`src/rtl/nsg_pkg.sv`:
```
// Shared mode encoding and helper functions for the status generator.
// Assumes a 3-bit mode code driven by the surrounding flash model.
package nsg_pkg;

    typedef enum logic [2:0] {
        M_ARRAY  = 3'd0,
        M_PGM    = 3'd1,
        M_ERASE  = 3'd2,
        M_ESUSP  = 3'd3,
        M_PSUSP  = 3'd4,
        M_ESPGM  = 3'd5,
        M_WBUF   = 3'd6,
        M_ARRAY2 = 3'd7
    } op_mode_e;

    localparam int NUM_TOG  = 2;  // index 0: busy toggle, index 1: erase toggle
    localparam int NUM_FLAG = 2;  // index 0: time-limit, index 1: abort
    localparam int TOG_BUSY = 0;
    localparam int TOG_ERS  = 1;
    localparam int FLG_TO   = 0;
    localparam int FLG_AB   = 1;

    // True for modes in which an embedded algorithm is running.
    function automatic logic is_busy(input op_mode_e m);
        return (m == M_PGM) || (m == M_ERASE) || (m == M_ESPGM) || (m == M_WBUF);
    endfunction

endpackage

```
`src/rtl/nsg_toggle.sv`:
```
// Bank of read-access toggle flops.
// Each bit flips on a read strobe while its enable is high, and holds otherwise.
// A start pulse clears every bit and wins over a strobe in the same cycle.
// Assumes rd_strobe is one cycle wide per completed access.
module nsg_toggle #(
    parameter int N = 2
) (
    input  logic         clk,
    input  logic         rst_n,
    input  logic         start,
    input  logic         rd_strobe,
    input  logic [N-1:0] tog_en,
    output logic [N-1:0] tog_q
);

    for (genvar i = 0; i < N; i++) begin : g_tog
        // Advance one toggle bit per qualifying read access.
        always_ff @(posedge clk) begin
            if (!rst_n) begin
                tog_q[i] <= 1'b0;
            end else if (start) begin
                tog_q[i] <= 1'b0;
            end else if (rd_strobe && tog_en[i]) begin
                tog_q[i] <= ~tog_q[i];
            end
        end
    end

endmodule

```
`src/rtl/nsg_sticky.sv`:
```
// Bank of sticky event flags.
// A flag sets on its qualified event and stays set until reset or a clear command.
// The clear command has priority over a simultaneous event.
module nsg_sticky #(
    parameter int N = 2
) (
    input  logic         clk,
    input  logic         rst_n,
    input  logic         clr,
    input  logic [N-1:0] set,
    output logic [N-1:0] flag_q
);

    for (genvar i = 0; i < N; i++) begin : g_flag
        // Hold each flag once set; clear on reset or clear command.
        always_ff @(posedge clk) begin
            if (!rst_n) begin
                flag_q[i] <= 1'b0;
            end else if (clr) begin
                flag_q[i] <= 1'b0;
            end else if (set[i]) begin
                flag_q[i] <= 1'b1;
            end
        end
    end

endmodule

```
`src/rtl/nsg_decode.sv`:
```
// Combinational status decode.
// Maps the mode, the sector select, the toggle state and the flags onto the
// status bits, the array select, ready/busy and the illegal-read flag.
// It also computes the toggle enables and the flag set qualifiers.
// Holds no state.
module nsg_decode
    import nsg_pkg::*;
#(
    parameter int DATA_W = 16,
    parameter int POLL_BIT = 7
) (
    input  op_mode_e            mode,
    input  logic                in_susp,
    input  logic [DATA_W-1:0]   wr_data,
    input  logic [NUM_TOG-1:0]  tog_q,
    input  logic [NUM_FLAG-1:0] flag_q,
    input  logic                timeout_evt,
    input  logic                abort_evt,
    output logic [NUM_TOG-1:0]  tog_en,
    output logic [NUM_FLAG-1:0] flag_set,
    output logic                dq7,
    output logic                dq6,
    output logic                dq5,
    output logic                dq3,
    output logic                dq2,
    output logic                dq1,
    output logic                array_sel,
    output logic                ready_n,
    output logic                illegal_rd
);

    logic poll_n;
    assign poll_n = ~wr_data[POLL_BIT];

    // Decide which toggle flops advance on a read in the current mode.
    always_comb begin
        tog_en = '0;
        tog_en[TOG_BUSY] = is_busy(mode);
        tog_en[TOG_ERS]  = (mode == M_ERASE) || ((mode == M_ESUSP) && in_susp);
    end

    // Qualify the event inputs by mode before they reach the sticky flags.
    always_comb begin
        flag_set = '0;
        flag_set[FLG_TO] = timeout_evt && is_busy(mode);
        flag_set[FLG_AB] = abort_evt && (mode == M_WBUF);
    end

    // Per-mode status word, array select and ready/busy.
    always_comb begin
        dq7 = 1'b0; dq6 = 1'b0; dq5 = 1'b0; dq3 = 1'b0; dq2 = 1'b0; dq1 = 1'b0;
        array_sel  = 1'b0;
        ready_n    = 1'b1;
        illegal_rd = 1'b0;
        unique case (mode)
            M_PGM: begin
                dq7 = poll_n;
                dq6 = tog_q[TOG_BUSY];
                dq5 = flag_q[FLG_TO];
                dq2 = tog_q[TOG_ERS];
                ready_n = 1'b0;
            end
            M_ERASE: begin
                dq6 = tog_q[TOG_BUSY];
                dq5 = flag_q[FLG_TO];
                dq3 = 1'b1;
                dq2 = tog_q[TOG_ERS];
                ready_n = 1'b0;
            end
            M_ESUSP: begin
                if (in_susp) begin
                    dq7 = 1'b1;
                    dq6 = tog_q[TOG_BUSY];
                    dq2 = tog_q[TOG_ERS];
                end else begin
                    array_sel = 1'b1;
                end
            end
            M_PSUSP: begin
                if (in_susp) begin
                    illegal_rd = 1'b1;
                end else begin
                    array_sel = 1'b1;
                end
            end
            M_ESPGM: begin
                dq7 = poll_n;
                dq6 = tog_q[TOG_BUSY];
                dq5 = flag_q[FLG_TO];
                ready_n = 1'b0;
            end
            M_WBUF: begin
                dq7 = poll_n;
                dq6 = tog_q[TOG_BUSY];
                dq5 = flag_q[FLG_TO];
                dq1 = flag_q[FLG_AB];
                ready_n = 1'b0;
            end
            default: begin
                array_sel = 1'b1;
            end
        endcase
    end

endmodule

```
`src/rtl/nor_status_gen.sv`:
```
// Top level of the embedded-operation status generator.
// Ties together the toggle flops, the sticky flags and the status decode.
// Assumes all inputs are synchronous to clk and the event inputs are one-cycle pulses.
module nor_status_gen
    import nsg_pkg::*;
#(
    parameter int DATA_W = 16
) (
    input  logic              clk,
    input  logic              rst_n,
    input  logic [2:0]        op_mode,
    input  logic              in_susp_sector,
    input  logic [DATA_W-1:0] wr_data,
    input  logic              rd_strobe,
    input  logic              op_start,
    input  logic              timeout_evt,
    input  logic              abort_evt,
    input  logic              flag_clr,
    output logic              st_dq7,
    output logic              st_dq6,
    output logic              st_dq5,
    output logic              st_dq3,
    output logic              st_dq2,
    output logic              st_dq1,
    output logic              array_sel,
    output logic              ready_n,
    output logic              illegal_rd
);

    localparam int POLL_BIT = (DATA_W > 7) ? 7 : DATA_W - 1;

    op_mode_e            mode;
    logic [NUM_TOG-1:0]  tog_en;
    logic [NUM_TOG-1:0]  tog_q;
    logic [NUM_FLAG-1:0] flag_set;
    logic [NUM_FLAG-1:0] flag_q;

    assign mode = op_mode_e'(op_mode);

    nsg_toggle #(.N(NUM_TOG)) u_tog (
        .clk       (clk),
        .rst_n     (rst_n),
        .start     (op_start),
        .rd_strobe (rd_strobe),
        .tog_en    (tog_en),
        .tog_q     (tog_q)
    );

    nsg_sticky #(.N(NUM_FLAG)) u_flag (
        .clk    (clk),
        .rst_n  (rst_n),
        .clr    (flag_clr),
        .set    (flag_set),
        .flag_q (flag_q)
    );

    nsg_decode #(.DATA_W(DATA_W), .POLL_BIT(POLL_BIT)) u_dec (
        .mode        (mode),
        .in_susp     (in_susp_sector),
        .wr_data     (wr_data),
        .tog_q       (tog_q),
        .flag_q      (flag_q),
        .timeout_evt (timeout_evt),
        .abort_evt   (abort_evt),
        .tog_en      (tog_en),
        .flag_set    (flag_set),
        .dq7         (st_dq7),
        .dq6         (st_dq6),
        .dq5         (st_dq5),
        .dq3         (st_dq3),
        .dq2         (st_dq2),
        .dq1         (st_dq1),
        .array_sel   (array_sel),
        .ready_n     (ready_n),
        .illegal_rd  (illegal_rd)
    );

endmodule

```
`config.mk`:
```
export PLATFORM = sky130hd
export DESIGN_NAME = nor_status_gen
export DESIGN_NICKNAME = d
export VERILOG_FILES = /design/src/rtl/nsg_pkg.sv /design/src/rtl/nsg_toggle.sv /design/src/rtl/nsg_sticky.sv /design/src/rtl/nsg_decode.sv /design/src/rtl/nor_status_gen.sv
export SDC_FILE = /design/constraint.sdc
export NUM_CORES = 1
export LEC_CHECK = 0
export BUFFER_PORTS_ARGS = -buffer_cell sky130_fd_sc_hd__buf_2
export CAP_MARGIN = 30
export CORE_AREA = 10 10 47 49
export CTS_BUF_LIST = sky130_fd_sc_hd__clkbuf_8
export CTS_CLUSTER_DIAMETER = 50
export DETAILED_ROUTE_END_ITERATION = 10
export DIE_AREA = 0 0 57 59
export PLACE_DENSITY = 0.74
export SKIP_LAST_GASP = 1
export SLEW_MARGIN = 30
export SYNTH_ARGS = -nofsm -noshare
export SYNTH_HDL_FRONTEND = slang
export SYNTH_HIERARCHICAL = 1
export SYNTH_SLANG_ARGS = --single-unit
export TNS_END_PERCENT = 100
```
`constraint.sdc`:
```
create_clock -name clk -period 1.2 [get_ports clk]
set_clock_uncertainty 0.2 [all_clocks]
set_input_delay 0.06 -clock clk [delete_from_list [all_inputs] [get_ports clk]]
set_output_delay 0.06 -clock clk [all_outputs]
set_load 0.02 [all_outputs]
```
==> impl_metrics.py, run 1 <==
metrics = {
    "outcome": {
        "status": "finished clean",
    },
    "synth": {
        "synth_top_family_by_area": "simple AND/OR/NAND/NOR gates",
        "synth-simple-area-share_pct": 49.3,
        "netlist_instances": 41,
        "synth_flop_cell": "dfxtp_1",
        "synth_seq_cells": 4,
        "synthMuxAreaShare_pct": 0,
        "syn_avg_cell_area_um2": 8.67,
        "synth-xor-area-share_pct": 4.58,
        "synth_compound_area_share_pct": 17.3,
        "synthArstFlopShare_pct": 0,
        "synth_edf_count": 0,
        "ys_warn_count": 6,
        "ys_seq_area_share_pct": 22.5,
        "synth_cell_type_count": 26,
        "synth_fa_ha_area_share_pct": 0,
        "mappedNetlistArea_um2": 355,
        "synth_nets": 68,
    },
    "worst_hold_path": {
        "holdPathStages": 4,
        "holdCritStartpoint": "op_mode[2]",
        "hp-class": "in2reg",
    },
    "placed_design": {
        "hpwl_um": 722,
        "postPlaceCellArea_um2": 457,
        "place_inst": 75,
        "numPortBuffers": 20,
        "gp_congestion": 0.673,
        "dp_slack_ps": 43.0,
    },
    "die": {
        "fp.dieH_um": 59,
        "coreArea_um2": 1400,
        "pin_count": 36,
        "start_util_pct": 25.4,
        "dieArea_um2": 3360,
        "rows": 14,
        "die_x_um": 57,
    },
    "global_routing": {
        "grt_max_degree": 13,
        "met3_usage_pct": 2.58,
        "use_met2_pct": 9.30,
        "grt.total_usage_pct": 5.59,
        "grt_pass1_vias": 378,
        "antenna_found_initial": 0,
        "grt_first_pass_wirelength_um": 1550,
        "grt_util_met1_pct": 5.75,
        "grt_busiest_layer": "met2",
        "grt_remaining_overflow": 0,
    },
    "timing": {
        "finalHoldViolCount": 0,
        "finalWorstPathRequiredPeriod_ps": 1170,
        "finalSetupViolCount": 0,
        "rsz0062_at_grt": "true",
        "tightest_slew_ps": 252,
        "fin_crit_sh_pct": 97.7,
        "maxSlewViolCount": 0,
        "fmax_mhz": 853,
        "setup_ws_ps": 27.8,
        "relSlewSlack_pct": 83.1,
    },
    "layout": {
        "area_growth_syn_to_layout_pct": 62.7,
        "multi_input_area_um2": 265,
        "instances_no_fill": 84,
        "final_cell_area_um2": 578,
        "nFillCells": 156,
        "final_nets": 97,
        "fin_util_pct": 41.3,
        "final_layout_size_suffix_gt1_share_pct": 45.6,
        "diodes": 0,
        "ff_latch_area_um2": 82.6,
    },
    "drt": {
        "first_pass_iters": 2,
        "drt.antenna.violating_nets": 0,
        "wl_per_cell_um": 11.9,
        "via_per_inst": 4.42,
        "finalWirelength_um": 1000,
        "drtIter0Drc": 2,
        "vias": 371,
        "drc_errors": 0,
    },
    "power_and_ir_drop": {
        "p_seq_share_pct": 25.3,
        "power_leakage_nw": 0.271,
        "vdd_drop_max_v": 0.000341,
        "clock_power_share_pct": 50.5,
        "switchingPower_w": 0.000140,
        "powerDensity_nw_per_um2": 962,
        "finalPower_w": 0.000556,
        "p_comb_share_pct": 24.2,
        "p_int_w": 0.000416,
        "switching_share_pct": 25.1,
    },
    "setup_path": {
        "critical_path_buf_inv_count": 1,
        "slowest_stage": "dfxtp_2",
        "cp_slowest_stage_delay_ps": 330,
        "cp_max_fo": 3,
        "crit_arrival_ps": 910,
        "critPathTopFamily": "flip-flops",
        "crit_chain": "o21ai_2 -> a31oi_1 -> buf_4",
        "crit_start": "u_tog/tog_q[0]",
        "endpoint_kind": "output pin",
        "cp.depth": 3,
        "path_class": "reg2out",
        "start_kind": "register",
        "critPathRequiredTime_ps": 940,
        "r2r_start": "u_tog/tog_q[0]",
        "reg2reg_depth": 2,
    },
    "clock_network": {
        "post_cts_buffers": 0,
        "cts_tree": "done",
        "cts_made_buffers": 3,
        "cts_max_path_buffers": 2,
        "clk-insertion-delay-late_ps": 210,
        "htreeDepth": 1,
        "cts_root_buf": "clkbuf_8",
        "cts.sinks": 4,
        "clk_pin_slew_ps": 30,
    },
    "flow_run": {
        "cap_violations": 0,
    },
}
## sequential cells by signal, summed over array words and instances (netlist names)
name,count
u_flag/flag_q,2
u_tog/tog_q,2
## power by group through the flow
| stage | Clock (W) | Combinational, W | Sequential (W) |
|---|---|---|---|
| 2_1_floorplan | 0 | 0.0000746 | 0.000141 |
| 3_3_place_gp | 0 | 0.000113 | 0.000142 |
| 3_5_place_dp | 0 | 0.000116 | 0.000142 |
| 4_1_cts | 0.000287 | 0.000132 | 0.000140 |
| 5_1_grt | 0.000292 | 0.000149 | 0.000141 |
| 6_report | 0.000281 | 0.000135 | 0.000141 |
## synthesized netlist by cell type, types with 2 or more instances
master / n / area (um2)
a21bo_1: 2 / 20.0
nand2b_1: 2 / 12.5
dfxtp_1: 4 / 80.1
nor2b_1: 3 / 18.8
nand3b_1: 2 / 15.0
and2_1: 2 / 12.5
and3_1: 3 / 18.8
nor2_1: 5 / 18.8
## metrics by stage
stage               TNS [ps]  hold WS (ps)
floorplan                  0         -27.3
global placement           0           132
detailed placement         0           135
CTS                    -1.96           107
global route           -42.0           148
finish                     0           116
## worst paths after layout
kind / slack [ps] / endpoint
min reg2reg: 250 / u_flag/flag_q[0]
min: 120 / u_tog/tog_q[1]
max: 30 / st_dq6
max reg2reg: 290 / u_tog/tog_q[0]
## per-layer routing
| metal | part of all wire, % | routed length [um] |
|---|---|---|
| met1 | 48 | 480 |
| met2 | 46 | 461 |
| met3 | 5.8 | 58 |
| met4 | 0 | 0 |
| met5 | 0 | 0 |
## worst register-to-register path: stages (launching register included)
cell     delay, ps
dfxtp_2        330
a21bo_1        200
a21oi_1        110
## cells by family after synthesis
family                    Yosys count
and+or+nand+nor                    25
AOI/OAI and AO/OA                   8
DFF                                 4
buffers and inverters               3
xor gates and xnor gates            1
## cells in the final DEF, fill, tap and decap left out, drive strengths merged, types with 2 or more instances in the layout
cell         count
buf             20
dlygate4sd3      6
nor2             5
dfxtp            4
clkbuf           3
nor2b            3
and3             3
nand2b           3
and2             2
a21bo            2
nand3b           2
a21oi            2
## layout make-up
class                           count  share of cell area [%]
Multi-Input combinational cell     34                    45.9
Timing Repair Buffer               26                    28.6
Sequential cell                     4                    14.3
Clock buffer                        3                    7.14
Tap cell                           16                    3.46
Inverter                            1                   0.649
## repair_timing
item	in CTS	in global routing
gates resized for setup	3	4
hold buffers	6	0
endpoints found under the hold margin	4	0
endpoints found under the setup margin	2	2
No activity file was read; power rests on OpenSTA's default activity.
==> run 2: changes to the inputs <==
--- a/config.mk
+++ b/config.mk
@@ -12,7 +12,6 @@
 export CTS_CLUSTER_DIAMETER = 50
 export DETAILED_ROUTE_END_ITERATION = 10
 export DIE_AREA = 0 0 57 59
-export PLACE_DENSITY = 0.74
 export SKIP_LAST_GASP = 1
 export SLEW_MARGIN = 30
 export SYNTH_ARGS = -nofsm -noshare
==> impl_metrics.py, run 2 (synthesis gave the netlist of run 1 again) <==
metrics = {
    "outcome": {
        "status": "finished clean",
    },
    "placed_design": {
        "dp_slack_ps": 49.5,
        "gp_congestion": 0.650,
        "place_inst": 75,
        "numPortBuffers": 20,
        "hpwl_um": 697,
        "postPlaceCellArea_um2": 457,
    },
    "global_routing": {
        "antenna_found_initial": 0,
        "grt_max_degree": 13,
        "grt_first_pass_wirelength_um": 1750,
        "grt.total_usage_pct": 6.18,
        "grt_remaining_overflow": 0,
        "grt_pass1_vias": 434,
    },
    "timing": {
        "maxSlewViolCount": 0,
        "rsz0062_at_grt": "true",
        "setup_ws_ps": 36.1,
        "fmax_mhz": 859,
        "fin_crit_sh_pct": 97.0,
        "finalHoldViolCount": 0,
        "tightest_slew_ps": 258,
        "relSlewSlack_pct": 82.8,
        "finalSetupViolCount": 0,
        "finalWorstPathRequiredPeriod_ps": 1160,
        "tns_ps": 0,
    },
    "worst_hold_path": {
        "holdPathStages": 4,
        "holdCritStartpoint": "op_mode[2]",
        "min_to": "u_tog/tog_q[1]",
        "hp-class": "in2reg",
    },
    "die": {
        "start_util_pct": 25.4,
        "die_x_um": 57,
        "pin_count": 36,
        "dieArea_um2": 3360,
        "fp.dieH_um": 59,
        "rows": 14,
        "coreArea_um2": 1400,
    },
    "clock_network": {
        "htreeDepth": 1,
        "post_cts_buffers": 0,
        "cts.sinks": 4,
        "cts_max_path_buffers": 2,
        "cts_made_buffers": 3,
        "clk_pin_slew_ps": 30,
        "clk-insertion-delay-late_ps": 210,
        "cts_tree": "done",
        "cts_root_buf": "clkbuf_8",
    },
    "setup_path": {
        "critPathRequiredTime_ps": 940,
        "start_kind": "register",
        "slowest_stage": "dfxtp_2",
        "crit_arrival_ps": 900,
        "reg2reg_depth": 2,
        "r2r_start": "u_tog/tog_q[0]",
        "rr_endpoint": "u_tog/tog_q[0]",
        "path_class": "reg2out",
        "regToRegSetupSlack_ps": 300,
        "endpoint_kind": "output pin",
        "cp_max_fo": 3,
        "crit_chain": "o21ai_1 -> a31oi_1 -> buf_4",
        "cp_slowest_stage_delay_ps": 320,
    },
    "layout": {
        "ff_latch_area_um2": 82.6,
        "instances_no_fill": 84,
        "multi_input_area_um2": 262,
        "layout_common_cells": "buf_2 (18), dlygate4sd3_1 (6), nor2_1 (5)",
        "area_growth_syn_to_layout_pct": 61.6,
        "final_layout_size_suffix_gt1_share_pct": 44.1,
        "nFillCells": 161,
        "reg.largest.list": "u_flag/flag_q x2, u_tog/tog_q x2",
        "final_cell_area_um2": 574,
        "final_nets": 97,
        "diodes": 0,
        "final_common_cell": "buf_2",
    },
    "drt": {
        "first_pass_iters": 2,
        "drtIter0Drc": 3,
        "drt.antenna.violating_nets": 0,
        "wl_per_cell_um": 11.6,
        "vias": 389,
        "via_per_inst": 4.63,
        "drc_errors": 0,
        "finalWirelength_um": 976,
    },
    "power_and_ir_drop": {
        "power_leakage_nw": 0.271,
        "powerDensity_nw_per_um2": 963,
        "vdd_drop_max_v": 0.000317,
    },
    "flow_run": {
        "cap_violations": 0,
    },
}
-- run 2: cell counts in the layout (fill, tap and decap cells not counted) --
Identical to the previous run, type by type.
-- run 2: layer usage --
metal / routed length (um) / vias to the layer above / part of all wire, % / global-route usage [%]
li1: - / 203 / - / -
met1: 438 / 172 / 45 / 6.42
met2: 481 / 14 / 49 / 10.9
met3: 56 / 0 / 5.7 / 1.50
met4: 0 / 0 / 0 / 4.03
met5: 0 / - / 0 / 0
-- run 2: layout make-up --
| type | instances | area share (%) |
|---|---|---|
| inverters | 1 | 0.654 |
| well taps | 16 | 3.49 |
| clock buffers | 3 | 7.19 |
| repair buffers | 26 | 28.8 |
| flip-flops and latches | 4 | 14.4 |
| multi-input cells | 34 | 45.5 |
-- run 2: repair_timing --
action | 4_1_cts | 5_1_grt
hold endpoints to repair | 4 | 0
resized for setup | 2 | 4
hold buffers | 6 | 0
setup endpoints to repair | 1 | 2
-- run 2: how the worst max path moves through the flow --
stage | from | endpoint | slack [ps] | cells past startpoint
6_report | u_tog/tog_q[0] | st_dq6 | 40 | 3
3_3_place_gp | op_mode[0] | u_tog/tog_q[1] | 70 | 5
3_5_place_dp | op_mode[0] | u_tog/tog_q[1] | 50 | 5
5_1_grt | u_tog/tog_q[0] | st_dq6 | -20 | 3
4_1_cts | u_tog/tog_q[1] | st_dq2 | 1 | 2
2_1_floorplan | op_mode[0] | st_dq2 | 110 | 3
-- run 2: through the flow --
stage | hold WS, ps | utilization [%] | power (W)
floorplan | -27.3 | - | 0.000216
global placement | 130 | 32.6 | 0.000255
detailed placement | 134 | 32.6 | 0.000257
CTS | 99.5 | 40.1 | 0.000556
global route | 171 | 41.0 | 0.000588
finish | 118 | 41.0 | 0.000553
-- run 2: worst max-delay path, delay by kind of cell (launching register included) --
| family | cells | cell delay (ps) |
|---|---|---|
| compound gates | 2 | 210 |
| buf+inv | 1 | 160 |
| flops | 1 | 320 |
-- run 2: where the power goes --
group / leakage (nW) / total (W) / internal (W) / switching, W
Clock: 0.0216 / 0.000279 / 0.000214 / 0.0000652
Combinational: 0.216 / 0.000134 / 0.0000639 / 0.0000699
Sequential: 0.0334 / 0.000140 / 0.000138 / 0.00000208
==> run 3: changes to the inputs <==
==> constraint.sdc (replaced) <==
create_clock -name clk -period 1.15 [get_ports clk]
set_clock_uncertainty 0.2 [all_clocks]
set_input_delay 0.0575 -clock clk [delete_from_list [all_inputs] [get_ports clk]]
set_output_delay 0.0575 -clock clk [all_outputs]
set_load 0.02 [all_outputs]
==> impl_metrics.py, run 3 (synthesis gave the netlist of run 1 again) <==
metrics = {
    "die": {
        "start_util_pct": 25.4,
        "pin_count": 36,
        "coreArea_um2": 1400,
        "dieArea_um2": 3360,
        "fp.dieH_um": 59,
        "die_x_um": 57,
        "rows": 14,
    },
    "flow_run": {
        "cap_violations": 0,
    },
    "global_routing": {
        "grt.total_usage_pct": 5.83,
        "grt_first_pass_wirelength_um": 1650,
        "grt_max_degree": 13,
        "grt_remaining_overflow": 0,
        "grt_pass1_vias": 406,
        "antenna_found_initial": 0,
    },
    "power_and_ir_drop": {
        "switchingPower_w": 0.000147,
        "p_int_w": 0.000437,
        "p_seq_share_pct": 25.1,
        "power_leakage_nw": 0.277,
        "p_comb_share_pct": 24.5,
        "vdd_drop_max_v": 0.000359,
        "switching_share_pct": 25.2,
        "powerDensity_nw_per_um2": 993,
        "clock_power_share_pct": 50.4,
    },
    "timing": {
        "finalSetupViolCount": 1,
        "finalHoldViolCount": 0,
        "whs_ps": 110,
        "fmax_mhz": 865,
        "fin_crit_sh_pct": 100,
        "setup_ws_ps": -5.74,
        "rsz0062_at_grt": "true",
        "maxSlewViolCount": 0,
        "relSlewSlack_pct": 83.1,
        "finalWorstPathRequiredPeriod_ps": 1160,
        "tightest_slew_ps": 253,
    },
    "worst_hold_path": {
        "hp-class": "in2reg",
        "holdPathStages": 4,
    },
    "clock_network": {
        "cts_tree": "done",
        "clk_pin_slew_ps": 30,
        "cts_root_buf": "clkbuf_8",
        "cts.sinks": 4,
        "htreeDepth": 1,
        "clk-insertion-delay-late_ps": 220,
        "cts_made_buffers": 3,
        "cts_max_path_buffers": 2,
        "post_cts_buffers": 0,
    },
    "layout": {
        "final_layout_size_suffix_gt1_share_pct": 47.8,
        "final_nets": 98,
        "nFillCells": 152,
        "final_common_cell": "buf_2",
        "multi_input_area_um2": 268,
        "layout_common_cells": "buf_2 (18), dlygate4sd3_1 (6), nor2_1 (5)",
        "reg.largest.list": "u_flag/flag_q x2, u_tog/tog_q x2",
        "area_growth_syn_to_layout_pct": 65.5,
        "diodes": 0,
        "ff_latch_area_um2": 82.6,
    },
    "setup_path": {
        "reg2reg_depth": 2,
        "critPathRequiredTime_ps": 890,
        "crit_arrival_ps": 900,
        "path_class": "reg2out",
        "cp_max_fo": 3,
        "endpoint_kind": "output pin",
        "start_kind": "register",
    },
    "drt": {
        "drc_errors": 0,
        "drt.antenna.violating_nets": 0,
        "first_pass_iters": 3,
        "drtIter0Drc": 2,
        "via_per_inst": 4.49,
        "wl_per_cell_um": 11.7,
        "vias": 382,
        "finalWirelength_um": 996,
    },
    "placed_design": {
        "hpwl_um": 714,
        "gp_congestion": 0.653,
        "dp_slack_ps": 17.4,
        "numPortBuffers": 20,
    },
    "outcome": {
        "status": "finished with violations",
        "failed_checks": "setup timing",
    },
}
## run 3: cell count changes in the layout (fill, tap and decap cells not counted)
cell / before / now
o21ai_2: 0 / 1
nor2b_2: 0 / 1
o21ai_1: 1 / 0
buf_4: 2 / 3
nor2b_1: 3 / 2
## run 3: worst max-delay path: stages, from the launching register on
cell     delay, ps
dfxtp_2        330
o21ai_2         50
a31oi_1        140
buf_4          160
## run 3: area by class of cell
| type | count | share of cell area [%] |
|---|---|---|
| timing repair buffer | 27 | 29.4 |
| inverter | 1 | 0.638 |
| sequential | 4 | 14.0 |
| tap | 16 | 3.40 |
| clock buffer | 3 | 7.02 |
| multi-input combinational | 34 | 45.5 |
## run 3: routing by layer
layer / track usage (%) / vias to the layer above / share of wire [%] / routed length (um)
met4: 4.03 / 0 / 0 / 0
li1: - / 202 / - / -
met3: 1.72 / 0 / 6.0 / 60
met2: 9.92 / 12 / 49 / 487
met1: 6.05 / 168 / 45 / 447
met5: 0 / - / 0 / 0
## run 3: path summary, 6_finish.rpt
path	startpoint	to	slack, ps
worst min register to register	u_flag/flag_q[0]	u_flag/flag_q[0]	260
worst min-delay path	op_mode[2]	u_tog/tog_q[1]	110
worst max-delay path	u_tog/tog_q[0]	st_dq6	-6
worst max register to register	u_tog/tog_q[0]	u_tog/tog_q[0]	250
## run 3: timing repair
item                                    4_1_cts  5_1_grt
resized for setup                             6        2
hold buffers                                  6        0
hold endpoints to repair                      4        0
endpoints found under the setup margin        2        6
## run 3: through the flow
| step | setup TNS [ps] | area (um2) | total power, W | cells | utilization (%) |
|---|---|---|---|---|---|
| final | -5.74 | 588 | 0.000584 | 85 | 42.0 |
| after global routing | -176 | 588 | 0.000622 | 85 | 42.0 |
| after CTS | -31.3 | 582 | 0.000588 | 85 | 41.5 |
| after detailed placement | 0 | 464 | 0.000271 | 76 | 33.1 |
| after global placement | 0 | 464 | 0.000269 | 76 | 33.1 |
| after floorplan | 0 | 355 | 0.000225 | 41 | - |
## run 3: power by group through the flow
| stage | logic [W] | registers (W) | clock network, W |
|---|---|---|---|
| 2_1_floorplan | 0.0000778 | 0.000147 | 0 |
| 3_3_place_gp | 0.000121 | 0.000148 | 0 |
| 3_5_place_dp | 0.000123 | 0.000148 | 0 |
| 4_1_cts | 0.000143 | 0.000147 | 0.000298 |
| 5_1_grt | 0.000158 | 0.000147 | 0.000317 |
| 6_report | 0.000143 | 0.000147 | 0.000294 |
